### src/rtl/pp_dma_pkg.sv
package pp_dma_pkg;

    localparam int ADDR_W        = 32;
    localparam int LEN_W         = 12;
    localparam int BYTE_W        = 8;
    localparam int WORD_W        = 64;
    localparam int PAGE_BITS     = 12;
    localparam int IN_ALIGN_BITS = 6;

    // descriptor field positions
    localparam int LEN_LSB  = 32;
    localparam int LAST_BIT = 63;

    // register offsets
    localparam logic [1:0] OFS_CTX_A = 2'd0;
    localparam logic [1:0] OFS_CTX_B = 2'd1;
    localparam logic [1:0] OFS_CTL   = 2'd2;
    localparam logic [1:0] OFS_STAT  = 2'd3;

    // control bit positions
    localparam int CB_DIR = 0;
    localparam int CB_RUN = 1;
    localparam int CB_CLR = 2;
    localparam int CB_VB  = 3;
    localparam int CB_VA  = 4;
    localparam int CB_ERR = 5;

    typedef enum logic [2:0] {
        ST_IDLE,
        ST_CHECK,
        ST_MEM_RD,
        ST_DEV_WR,
        ST_DEV_RD,
        ST_MEM_WR,
        ST_FINISH
    } eng_state_e;

    typedef struct packed {
        logic              last;
        logic [LEN_W-1:0]  len;
        logic [ADDR_W-1:0] base;
    } ctx_t;

    function automatic ctx_t unpack_ctx(input logic [WORD_W-1:0] w);
        ctx_t c;
        c.last = w[LAST_BIT];
        c.len  = w[LEN_LSB +: LEN_W];
        c.base = w[ADDR_W-1:0];
        return c;
    endfunction

    function automatic logic [WORD_W-1:0] pack_ctx(input ctx_t c);
        logic [WORD_W-1:0] w;
        w = '0;
        w[LAST_BIT]           = c.last;
        w[LEN_LSB +: LEN_W]   = c.len;
        w[ADDR_W-1:0]         = c.base;
        return w;
    endfunction

endpackage

### src/rtl/pp_dma_ctx_check.sv
module pp_dma_ctx_check
    import pp_dma_pkg::*;
#(
    parameter int P_BITS = PAGE_BITS,
    parameter int A_BITS = IN_ALIGN_BITS
) (
    input  ctx_t ctx,
    input  logic dir_in,
    output logic bad,
    output logic empty
);
    localparam int SUM_W = P_BITS + 1;
    localparam logic [SUM_W-1:0] PAGE_SIZE = SUM_W'(1) << P_BITS;

    logic [SUM_W-1:0] end_off;
    logic             bad_page;
    logic             bad_align;

    assign end_off  = SUM_W'(ctx.base[P_BITS-1:0]) + SUM_W'(ctx.len);
    assign bad_page = end_off > PAGE_SIZE;

    generate
        if (A_BITS > 0) begin : g_align
            assign bad_align = dir_in && (ctx.base[A_BITS-1:0] != '0);
        end else begin : g_no_align
            assign bad_align = 1'b0;
        end
    endgenerate

    assign bad   = bad_page || bad_align;
    assign empty = (ctx.len == '0);

endmodule

### src/rtl/pp_dma_regs.sv
module pp_dma_regs
    import pp_dma_pkg::*;
(
    input  logic              clk,
    input  logic              rst_n,
    input  logic              wr_en,
    input  logic [1:0]        addr,
    input  logic [WORD_W-1:0] wr_data,
    output logic [WORD_W-1:0] rd_data,
    input  logic [WORD_W-1:0] stat_word,
    input  logic              clr_valid,
    input  logic              clr_sel,
    input  logic              set_err,
    output ctx_t              ctx_a,
    output ctx_t              ctx_b,
    output logic              ctl_dir,
    output logic              ctl_run,
    output logic              ctl_clr,
    output logic [1:0]        slot_valid,
    output logic              err_flag
);
    ctx_t       ctx_q [2];
    logic [1:0] valid_d;
    logic       ctl_wr;
    logic       unused_bits;

    assign ctl_wr      = wr_en && (addr == OFS_CTL);
    assign unused_bits = ^{wr_data[WORD_W-1:CB_ERR]};

    generate
        for (genvar g = 0; g < 2; g++) begin : g_ctx
            always_ff @(posedge clk or negedge rst_n) begin
                if (!rst_n) begin
                    ctx_q[g] <= '0;
                end else if (wr_en && (addr == 2'(g))) begin
                    ctx_q[g] <= unpack_ctx(wr_data);
                end
            end
        end
    endgenerate

    assign ctx_a = ctx_q[0];
    assign ctx_b = ctx_q[1];

    always_comb begin
        valid_d = slot_valid;
        if (ctl_wr) begin
            valid_d = {wr_data[CB_VB], wr_data[CB_VA]};
        end
        if (clr_valid) begin
            valid_d[clr_sel] = 1'b0;
        end
        if (ctl_clr) begin
            valid_d = '0;
        end
    end

    always_ff @(posedge clk or negedge rst_n) begin
        if (!rst_n) begin
            ctl_dir    <= 1'b0;
            ctl_run    <= 1'b0;
            ctl_clr    <= 1'b0;
            slot_valid <= '0;
            err_flag   <= 1'b0;
        end else begin
            if (ctl_wr) begin
                ctl_dir <= wr_data[CB_DIR];
                ctl_run <= wr_data[CB_RUN];
                ctl_clr <= wr_data[CB_CLR];
            end
            slot_valid <= valid_d;
            if (ctl_clr) begin
                err_flag <= 1'b0;
            end else if (set_err) begin
                err_flag <= 1'b1;
            end
        end
    end

    always_comb begin
        rd_data = '0;
        unique case (addr)
            OFS_CTX_A: rd_data = pack_ctx(ctx_q[0]);
            OFS_CTX_B: rd_data = pack_ctx(ctx_q[1]);
            OFS_CTL: begin
                rd_data[CB_DIR] = ctl_dir;
                rd_data[CB_RUN] = ctl_run;
                rd_data[CB_CLR] = ctl_clr;
                rd_data[CB_VB]  = slot_valid[1];
                rd_data[CB_VA]  = slot_valid[0];
                rd_data[CB_ERR] = err_flag;
            end
            default:   rd_data = stat_word;
        endcase
    end


    clr_wins_chk: assert property (@(posedge clk) disable iff (!rst_n)
        clr_valid |=> !slot_valid[$past(clr_sel)]);


    clear_inval_chk: assert property (@(posedge clk) disable iff (!rst_n)
        ctl_clr |=> (slot_valid == 2'b00) && !err_flag);

endmodule

### src/rtl/pp_dma_engine.sv
module pp_dma_engine
    import pp_dma_pkg::*;
(
    input  logic              clk,
    input  logic              rst_n,
    input  ctx_t              ctx_a,
    input  ctx_t              ctx_b,
    input  logic [1:0]        slot_valid,
    input  logic              ctl_dir,
    input  logic              ctl_run,
    input  logic              ctl_clr,
    input  logic              mem_ack,
    input  logic [BYTE_W-1:0] mem_rdata,
    input  logic              dev_out_ready,
    input  logic              dev_in_valid,
    input  logic [BYTE_W-1:0] dev_in_data,
    output logic              mem_req,
    output logic              mem_we,
    output logic [ADDR_W-1:0] mem_addr,
    output logic [BYTE_W-1:0] mem_wdata,
    output logic              dev_out_valid,
    output logic [BYTE_W-1:0] dev_out_data,
    output logic              dev_in_ready,
    output logic              dev_tc,
    output logic              clr_valid,
    output logic              clr_sel,
    output logic              set_err,
    output logic              cur_sel,
    output logic              busy,
    output logic [LEN_W-1:0]  bytes_left
);
    eng_state_e        state_q, state_d;
    logic [LEN_W-1:0]  cnt_q;
    logic [ADDR_W-1:0] addr_q;
    logic [BYTE_W-1:0] byte_q;
    logic              cur_q;
    logic              dir_q;
    logic              tc_arm_q;
    logic              run;
    logic              byte_done;
    logic              last_byte;
    ctx_t              sel_ctx;
    logic              ctx_bad;
    logic              ctx_empty;

    assign run       = ctl_run && !ctl_clr;
    assign sel_ctx   = cur_q ? ctx_b : ctx_a;
    assign last_byte = (cnt_q == LEN_W'(1));
    assign byte_done = run && (((state_q == ST_DEV_WR) && dev_out_ready) ||
                               ((state_q == ST_MEM_WR) && mem_ack));

    pp_dma_ctx_check #(
        .P_BITS (PAGE_BITS),
        .A_BITS (IN_ALIGN_BITS)
    ) i_check (
        .ctx    (sel_ctx),
        .dir_in (ctl_dir),
        .bad    (ctx_bad),
        .empty  (ctx_empty)
    );

    // state register
    always_ff @(posedge clk or negedge rst_n) begin
        if (!rst_n) state_q <= ST_IDLE;
        else        state_q <= state_d;
    end

    // next state
    always_comb begin
        state_d = state_q;
        if (ctl_clr) begin
            state_d = ST_IDLE;
        end else if (ctl_run) begin
            unique case (state_q)
                ST_IDLE:   if (|slot_valid) state_d = ST_CHECK;
                ST_CHECK: begin
                    if (ctx_bad || ctx_empty) state_d = ST_FINISH;
                    else if (ctl_dir)         state_d = ST_DEV_RD;
                    else                      state_d = ST_MEM_RD;
                end
                ST_MEM_RD: if (mem_ack)       state_d = ST_DEV_WR;
                ST_DEV_WR: if (dev_out_ready) state_d = last_byte ? ST_FINISH : ST_MEM_RD;
                ST_DEV_RD: if (dev_in_valid)  state_d = ST_MEM_WR;
                ST_MEM_WR: if (mem_ack)       state_d = last_byte ? ST_FINISH : ST_DEV_RD;
                ST_FINISH:                    state_d = ST_IDLE;
                default:                      state_d = ST_IDLE;
            endcase
        end
    end

    // datapath
    always_ff @(posedge clk or negedge rst_n) begin
        if (!rst_n) begin
            cnt_q    <= '0;
            addr_q   <= '0;
            byte_q   <= '0;
            cur_q    <= 1'b0;
            dir_q    <= 1'b0;
            tc_arm_q <= 1'b0;
        end else if (ctl_clr) begin
            cnt_q    <= '0;
            addr_q   <= '0;
            cur_q    <= 1'b0;
            tc_arm_q <= 1'b0;
        end else if (ctl_run) begin
            unique case (state_q)
                ST_IDLE: begin
                    if (!slot_valid[cur_q] && slot_valid[!cur_q]) cur_q <= !cur_q;
                end
                ST_CHECK: begin
                    cnt_q    <= sel_ctx.len;
                    addr_q   <= sel_ctx.base;
                    dir_q    <= ctl_dir;
                    tc_arm_q <= sel_ctx.last && !ctx_bad;
                end
                ST_MEM_RD: if (mem_ack)      byte_q <= mem_rdata;
                ST_DEV_RD: if (dev_in_valid) byte_q <= dev_in_data;
                ST_FINISH: cur_q <= !cur_q;
                default: ;
            endcase
            if (byte_done) begin
                cnt_q  <= cnt_q - LEN_W'(1);
                addr_q <= addr_q + ADDR_W'(1);
            end
        end
    end

    // outputs
    always_comb begin
        mem_req       = 1'b0;
        mem_we        = 1'b0;
        dev_out_valid = 1'b0;
        dev_in_ready  = 1'b0;
        dev_tc        = 1'b0;
        clr_valid     = 1'b0;
        set_err       = 1'b0;
        if (run) begin
            unique case (state_q)
                ST_MEM_RD: mem_req = 1'b1;
                ST_MEM_WR: begin
                    mem_req = 1'b1;
                    mem_we  = 1'b1;
                end
                ST_DEV_WR: dev_out_valid = 1'b1;
                ST_DEV_RD: dev_in_ready  = 1'b1;
                ST_CHECK:  set_err       = ctx_bad;
                ST_FINISH: begin
                    clr_valid = 1'b1;
                    dev_tc    = tc_arm_q;
                end
                default: ;
            endcase
        end
    end

    assign mem_addr     = addr_q;
    assign mem_wdata    = byte_q;
    assign dev_out_data = byte_q;
    assign clr_sel      = cur_q;
    assign cur_sel      = cur_q;
    assign busy         = run && (state_q != ST_IDLE);
    assign bytes_left   = cnt_q;


    tc_one_cycle_chk: assert property (@(posedge clk) disable iff (!rst_n)
        dev_tc |=> !dev_tc);


    freeze_hold_chk: assert property (@(posedge clk) disable iff (!rst_n)
        (!ctl_run && !ctl_clr) |=> $stable(state_q) && $stable(cnt_q) && $stable(addr_q));


    clear_idle_chk: assert property (@(posedge clk) disable iff (!rst_n)
        ctl_clr |=> (state_q == ST_IDLE) && (cnt_q == '0) && !cur_q);


    count_step_chk: assert property (@(posedge clk) disable iff (!rst_n)
        byte_done |=> cnt_q == $past(cnt_q) - LEN_W'(1));


    one_side_chk: assert property (@(posedge clk) disable iff (!rst_n)
        $onehot0({mem_req, dev_out_valid, dev_in_ready}));


    skip_quiet_chk: assert property (@(posedge clk) disable iff (!rst_n)
        (state_q == ST_CHECK && run && ctx_bad) |=> (state_q == ST_FINISH) && !dev_tc);

endmodule

### src/rtl/pp_dma_channel.sv
module pp_dma_channel
    import pp_dma_pkg::*;
(
    input  logic        clk,
    input  logic        rst_n,
    input  logic        reg_wr,
    input  logic [1:0]  reg_addr,
    input  logic [63:0] reg_wdata,
    output logic [63:0] reg_rdata,
    output logic        mem_req,
    output logic        mem_we,
    output logic [31:0] mem_addr,
    output logic [7:0]  mem_wdata,
    input  logic        mem_ack,
    input  logic [7:0]  mem_rdata,
    output logic        dev_out_valid,
    output logic [7:0]  dev_out_data,
    input  logic        dev_out_ready,
    input  logic        dev_in_valid,
    input  logic [7:0]  dev_in_data,
    output logic        dev_in_ready,
    output logic        dev_tc
);
    localparam int PAD_W = WORD_W - LEN_W - 2;

    ctx_t              ctx_a, ctx_b;
    logic              ctl_dir, ctl_run, ctl_clr;
    logic [1:0]        slot_valid;
    logic              err_flag;
    logic              clr_valid, clr_sel, set_err;
    logic              cur_sel, busy;
    logic [LEN_W-1:0]  bytes_left;
    logic [WORD_W-1:0] stat_word;
    logic              unused_err;

    assign stat_word  = {{PAD_W{1'b0}}, bytes_left, busy, cur_sel};
    assign unused_err = err_flag;

    pp_dma_regs i_regs (
        .clk        (clk),
        .rst_n      (rst_n),
        .wr_en      (reg_wr),
        .addr       (reg_addr),
        .wr_data    (reg_wdata),
        .rd_data    (reg_rdata),
        .stat_word  (stat_word),
        .clr_valid  (clr_valid),
        .clr_sel    (clr_sel),
        .set_err    (set_err),
        .ctx_a      (ctx_a),
        .ctx_b      (ctx_b),
        .ctl_dir    (ctl_dir),
        .ctl_run    (ctl_run),
        .ctl_clr    (ctl_clr),
        .slot_valid (slot_valid),
        .err_flag   (err_flag)
    );

    pp_dma_engine i_engine (
        .clk           (clk),
        .rst_n         (rst_n),
        .ctx_a         (ctx_a),
        .ctx_b         (ctx_b),
        .slot_valid    (slot_valid),
        .ctl_dir       (ctl_dir),
        .ctl_run       (ctl_run),
        .ctl_clr       (ctl_clr),
        .mem_ack       (mem_ack),
        .mem_rdata     (mem_rdata),
        .dev_out_ready (dev_out_ready),
        .dev_in_valid  (dev_in_valid),
        .dev_in_data   (dev_in_data),
        .mem_req       (mem_req),
        .mem_we        (mem_we),
        .mem_addr      (mem_addr),
        .mem_wdata     (mem_wdata),
        .dev_out_valid (dev_out_valid),
        .dev_out_data  (dev_out_data),
        .dev_in_ready  (dev_in_ready),
        .dev_tc        (dev_tc),
        .clr_valid     (clr_valid),
        .clr_sel       (clr_sel),
        .set_err       (set_err),
        .cur_sel       (cur_sel),
        .busy          (busy),
        .bytes_left    (bytes_left)
    );

endmodule

### config.mk
export PLATFORM = sky130hd
export DESIGN_NAME = pp_dma_channel
export DESIGN_NICKNAME = d
export VERILOG_FILES = /design/src/rtl/pp_dma_pkg.sv /design/src/rtl/pp_dma_ctx_check.sv /design/src/rtl/pp_dma_regs.sv /design/src/rtl/pp_dma_engine.sv /design/src/rtl/pp_dma_channel.sv
export SDC_FILE = /design/constraint.sdc
export NUM_CORES = 1
export LEC_CHECK = 0
export ABC_AREA = 1
export BUFFER_PORTS_ARGS = -buffer_cell sky130_fd_sc_hd__buf_2
export CORE_MARGIN = 2
export CORE_UTILIZATION = 35
export CTS_CLUSTER_DIAMETER = 100
export DETAILED_ROUTE_END_ITERATION = 10
export PLACE_DENSITY = 0.67
export SLEW_MARGIN = 10
export SYNTH_ARGS = -nofsm -noshare
export SYNTH_HDL_FRONTEND = slang
export SYNTH_SLANG_ARGS = --single-unit
### constraint.sdc
create_clock -name clk -period 5.6 [get_ports clk]
set_input_delay 0.28 -clock clk [delete_from_list [all_inputs] [get_ports clk]]
set_output_delay 0.28 -clock clk [all_outputs]
set_load 0.05 [all_outputs]
======== Word-level counts from Yosys, hierarchy flattened ========
Index checks and enable logic that the tools add are counted.
operators by class
  reduce and logical (&&, ||, !) cells .... 37
  multiplexer cells ....................... 58
  bitwise logic cells ..................... 3
  $add $sub $neg .......................... 3
  eq/ne operators ......................... 17
  order comparisons ....................... 4
operators by type and width
  kind                   number
  $pmux 58 s3            1
  $mux 32                4
  $mux 12                4
  $mux 45                1
  $add 32x1->32 const B  1
  $mux 3                 10
  $mux 1                 27
  $pmux 3 s6             1
  $pmux 6 s3             1
  $mux 8                 2
  $pmux 8 s2             1
  $add 12x12->13         1
  $gt 13x13->1 const B   1
  $eq 12x1->1 const B    1
  $logic_and 1x1->1      12
  $logic_not 12->1       1
  $ne 3x3->1 const B     4
  $sub 12x1->12 const B  1
  $eq 3x3->1 const B     3
  $reduce_bool 3->1      3
  $mux 2                 4
  $reduce_bool 2->1      4
  $eq 3x2->1 const B     2
  $ne 3x2->1 const B     2
  other kinds (21)       30
storage, ports and cells
  logic and storage cells ................. 139
  input bits .............................. 88
  bits in registers ....................... 153
  output and inout bits ................... 117

======== Depth between registers and ports, before layout ========
  depth in word-level cells ............... 9
  gate-level depth with buffers ........... 23
  gate-level depth less buffers ........... 22

======== By module ========
A second synthesis with hierarchy kept.
unflattened totals
  cell total of the unflattened synthesis .. 1613
  area total of the unflattened synthesis .. 10607.7 um^2
by module, submodules not included
  module            sequential area each (um^2)  instances  cells each  area each (um^2)
  pp_dma_engine     1426.4                       1          851         4973.5
  pp_dma_regs       2402.3                       1          611         4864.7
  pp_dma_ctx_check  0.0                          1          150         765.7
  pp_dma_channel    0.0                          1          1           3.8

======== Worst setup path before layout ========
No wires, ideal clock.
  path type ............................... reg2reg
  start ................................... register i_engine.cur_q, in the netlist i_engine.clr_sel
  end ..................................... register i_engine.state_q[2]
  setup time .............................. 0.117 ns
  arrival ................................. 2.599 ns
  setup slack ............................. 2.884 ns
  clock period less this slack ............ 2.716 ns
  buffers on the path ..................... 2
  stages on the path, launching flop included .. 20
  required time ........................... 5.483 ns
  cell sequence ........................... dfrtp_1 > buf_2 > buf_2 > o21ai_0 > inv_1 > ha_1 > fa_1 > or2_2 > nor2_1 > nand3_1 > nor2_1 > nand3_1 > nor2_1 > nand3_1 > nand2_1 > nand4_1 > nand2_1 > nand2_1 > nand2_1 > nand2_1
on the way
  cells in the longest elaborated chain, start to end .. 9
  elaborated cells between the ends (all ways) .. 12
  classes of those cells .................. add/sub (1); order compare (1); mux (5); reduce/logical (5)
RTL lines
  element                                              line                                            text
  from (decl)                                          pp_dma_engine.sv:36                             logic cur_q;
  from (signal assigned)                               pp_dma_engine.sv:108                            if (!slot_valid[cur_q] && slot_valid[!cur_q]) cur_q <= !cur_q;
  from (signal assigned)                               pp_dma_engine.sv:118                            ST_FINISH: cur_q <= !cur_q;
  $mux 45 *                                            pp_dma_engine.sv:47                             assign sel_ctx = cur_q ? ctx_b : ctx_a;
  $add 12x12->13 or $reduce_bool 6->1 (tied branches)  pp_dma_ctx_check.sv:19, pp_dma_ctx_check.sv:24
  $gt 13x13->1 or $logic_and 1x1->1 (tied branches)    pp_dma_ctx_check.sv:20, pp_dma_ctx_check.sv:24
  $logic_or 1x1->1                                     pp_dma_ctx_check.sv:30                          assign bad = bad_page || bad_align;
  $logic_or 1x1->1 *                                   pp_dma_engine.sv:77                             if (ctx_bad || ctx_empty) state_d = ST_FINISH;
  $mux 3 *                                             pp_dma_engine.sv:77
  $pmux 3 s6 *                                         pp_dma_engine.sv:74                             unique case (state_q)
  $mux 3 *                                             pp_dma_engine.sv:73                             end else if (ctl_run) begin
  $mux 3 *                                             pp_dma_engine.sv:71                             if (ctl_clr) begin
  to (signal assigned)                                 pp_dma_engine.sv:65                             else state_q <= state_d;
  to (decl)                                            pp_dma_engine.sv:32                             eng_state_e state_q, state_d;
Every way passes the cells marked *; elsewhere a longest branch is shown, timed or not. The select of a mux whose other input is x is not followed.
A chain may end at the register's enable or synchronous reset.

======== Final worst setup path ========
  start ................................... register i_engine.state_q[2]
  end ..................................... register i_engine.addr_q[14], in the netlist i_engine.mem_addr[14]
on the way
  cells in the longest elaborated chain, start to end .. 7
  elaborated cells between the ends (all ways) .. 12
  classes of those cells .................. eq/ne (3); mux (3); reduce/logical (6)
RTL lines
  element                                      line                                      text
  $eq 3x2->1 or $eq 3x3->1 (tied branches)     pp_dma_engine.sv:49, pp_dma_engine.sv:50
  $logic_and 1x1->1, on equally long branches  pp_dma_engine.sv:49, pp_dma_engine.sv:50
  $logic_or 1x1->1                             pp_dma_engine.sv:49                       assign byte_done = run && (((state_q == ST_DEV_WR) && dev_out_ready) ||
  $logic_and 1x1->1                            pp_dma_engine.sv:49
  $mux 32                                      pp_dma_engine.sv:121                      if (byte_done) begin
  $mux 32                                      pp_dma_engine.sv:105                      end else if (ctl_run) begin
  $mux 32                                      pp_dma_engine.sv:100                      end else if (ctl_clr) begin
  to (signal assigned)                         pp_dma_engine.sv:112                      addr_q <= sel_ctx.base;
  to (signal assigned)                         pp_dma_engine.sv:123                      addr_q <= addr_q + ADDR_W'(1);
  to (decl)                                    pp_dma_engine.sv:34                       logic [ADDR_W-1:0] addr_q;
Several ways; a longest one is shown, not always the timed one. The select of a mux whose other input is x is not followed.

==> metrics.cfg <==
[floorplan]
fp.dieH_um = 169
die-area_um2 = 28500
chipWidth_um = 169
ios = 205
rows = 60
core-area_um2 = 26800
initial_core_util_pct = 35.4

[pwr]
pwr-share-comb_pct = 48.8
seqPwrFrac_pct = 30.8
powerDensity_nw_per_um2 = 498
p_clk_share_pct = 20.3
p_leak_nw = 5.58
switchingPower_mw = 2.76
p_int_mw = 2.72
peakVddDrop_uv = 202
switching_share_pct = 50.3

[worst_setup_path]
crit_arrival_ns = 3.80
cp-end-kind = register
worstSetupPathType = reg -> reg
slowest_delay_ns = 0.64
startpoint_type = register
crit_top_cell = nand2_2
critPathRequiredTime_ns = 5.93
cp_top_family = simple AND/OR/NAND/NOR gates
path_max_fanout = 32
path_buf_inv = 3
slowest_stage = inv_2
cp_cell_sequence = inv_2, nand2_2, inv_1, nand2_1, o22ai_1, nand2_1, nand2_2, nand2_2, inv_2, o21ai_1, o22ai_1

[synthesis]
synth_top_family_by_area = simple AND/OR/NAND/NOR gates
synth_area_per_cell_um2 = 7.28
synth_xor_area_share_pct = 2.49
synth_simple_gate_area_share_pct = 24.8
synth_edf_count = 0
async_flop_share_pct = 100
syn-cell-area_um2 = 9500
ys_seq_area_share_pct = 40.3
syn_inst = 1305
synth_compound_area_share_pct = 18.0
yosysUniqueCellTypes = 50
ys_ff_latch = 153
synth_fa_ha_area_share_pct = 2.19
ys.flop_type = dfrtp_1
synthMuxAreaShare_pct = 0
synth-warning-count = 0

[finish]
multiInputGateArea_um2 = 4590
nFillCells = 2740
layout-drive-gt1-share_pct = 17.7
nets = 1535
final_common_cell = nand2_1
area_growth_pct = 15.7
final_cell_mix = 364 x nand2_1, 184 x o21ai_0, 166 x inv_1
ff_latch_area_um2 = 3830
utilization_pct = 41.0
diodes = 0

[global_route]
gr-usage-all-layers_pct = 19.6
antenna_found_initial = 0
overflow = 0
grt_pass1_vias = 8339
grt_pass1_wl_um = 44500
grt_max_degree = 91

[timing]
max_freq_ghz = 0.288
clock_skew_ns = 0.0142
fin_tns_setup_ns = 0
slew-limit-headroom_pct = 39.7
slew_violations = 0
timing_hold_violations_final = 0
hold_slack_ns = 0.105
tightest_slew_ns = 0.904
period_needed_ns = 3.47
min_period_over_period_pct = 61.9
grt_setup_unrepaired = false
setup_viol_count_final = 0

[drt]
num_vias = 8996
dr.first_iter.drc_count = 801
drc = 0
wl_um = 27900
via_per_inst = 5.04
ant_nets = 0
wl_per_cell_um = 15.6
first_pass_iters = 6

[clock_network]
post_cts_buffers = 0
clock_latency_ns = 0.42
cts_buffer_depth = 2
clk_pin_slew_ns = 0.07
htreeDepth = 4
cts_sinks = 153
cts.root.buffer_cell = clkbuf_16
cts-buffers-inserted = 17
cts-resized-gates = 0
cts_tree = yes

[status]
run_status = completed

[place]
place_congestion = 0.887
hpwl_um = 19700
io_buffers = 166

[min_path]
min_path_type = in -> reg

[flow_run]
maxCapViolations = 0

## logic make-up (layout without fill, tap and decap cells)
| logic type | after synthesis | in the layout |
|---|---|---|
| AO/OA/AOI/OAI | 297 | 297 |
| XOR/XNOR | 27 | 27 |
| adder cells (fa/ha/maj) | 16 | 16 |
| buffers and inverters | 264 | 385 |
| flip-flops | 153 | 153 |
| other | 1 | 19 |
| AND/OR/NAND/NOR | 547 | 547 |
## sequential cells by signal, summed over array words and instances, names as in the netlist, 2 cells and up
name	count
i_regs.ctx_a	45
i_engine.bytes_left	12
i_engine.state_q	3
i_engine.dev_out_data	8
i_regs.ctx_b	45
i_engine.mem_addr	32
i_regs.slot_valid	2
## worst min-delay path, delay by kind of cell
| family | cells | cell delay [ns] |
|---|---|---|
| AND/OR/NAND/NOR | 1 | 0.05 |
| buffers and inverters | 1 | 0.10 |
| AO/OA/AOI/OAI | 1 | 0.07 |
## power by group through the flow
stage	sequential [mW]	clock (mW)	combinational, mW
final	1.69	1.11	2.68
after CTS	1.69	1.14	2.67
after global placement	1.70	0	2.64
after global routing	1.74	1.19	2.93
after floorplan	2.10	0	1.62
after detailed placement	1.71	0	2.66
## final cells by class
class	count	area share, %
clock buffer	22	4.40
clock inverter	10	0.762
inverter	178	6.10
multi-input combinational	906	41.8
sequential	153	34.8
tap	341	3.88
timing repair buffer	175	8.25
## through the flow
stage                     instance area (um^2)  std cells  setup WS, ns  total power [mW]
after floorplan                           9570       1323          2.88              3.72
after global placement                   10400       1752          2.18              4.33
after detailed placement                 10400       1752          2.18              4.37
after CTS                                11000       1785          2.15              5.50
after global routing                     11000       1785          1.88              5.86
final                                    11000       1785          2.13              5.48
## per-layer routing
| metal | up-vias | share of wire [%] | global-route usage [%] |
|---|---|---|---|
| li1 | 4450 | - | - |
| met1 | 4212 | 47 | 28.9 |
| met2 | 311 | 45 | 30.0 |
| met3 | 23 | 6.0 | 3.11 |
| met4 | 0 | 1.3 | 5.28 |
| met5 | - | 0 | 0 |
## what timing repair did
action                                  in CTS  in global routing
endpoints found under the setup margin       0                  0
endpoints found under the hold margin       61                  0
hold buffers                                 1                  0
## Yosys cell counts (5+ instances only)
| master | n | share of area, % |
|---|---|---|
| nand2_1 | 366 | 14 |
| nor3_1 | 11 | 0.58 |
| a21oi_1 | 22 | 1.2 |
| o211ai_1 | 14 | 1.1 |
| inv_2 | 11 | 0.43 |
| nand3_2 | 5 | 0.53 |
| o22ai_1 | 15 | 0.99 |
| nand4_1 | 11 | 0.72 |
| o21ai_0 | 184 | 9.7 |
| clkbuf_1 | 39 | 1.5 |
| inv_1 | 166 | 6.6 |
| o221ai_1 | 10 | 0.92 |
| dfrtp_1 | 153 | 40 |
| nor2_2 | 6 | 0.40 |
| a22o_1 | 8 | 0.74 |
| buf_2 | 10 | 0.53 |
| nand3_1 | 53 | 2.8 |
| a31oi_1 | 10 | 0.66 |
| nand2_2 | 8 | 0.53 |
| ha_1 | 15 | 2.0 |
| o21ai_1 | 15 | 0.79 |
| nor2_1 | 66 | 2.6 |
| xor2_1 | 24 | 2.2 |
| buf_4 | 31 | 2.4 |
| nor4_1 | 6 | 0.40 |
## final timing paths
kind                                      from                  endpoint  slack (ns)  depth (start not counted)
min                               mem_rdata[4]  i_engine.dev_out_data[4]        0.10                          3
max                        i_engine.state_q[2]     i_engine.mem_addr[14]        2.13                         11
min in group asynchronous                rst_n     i_engine.mem_addr[18]        0.50                          2
max in group asynchronous                rst_n          i_regs.ctx_a[12]        3.64                          3
min reg2reg                   i_regs.ctx_b[36]          i_regs.ctx_b[36]        0.48                          2
max reg2reg                i_engine.state_q[2]     i_engine.mem_addr[14]        2.13                         11
(Power assumes the default switching activity.)
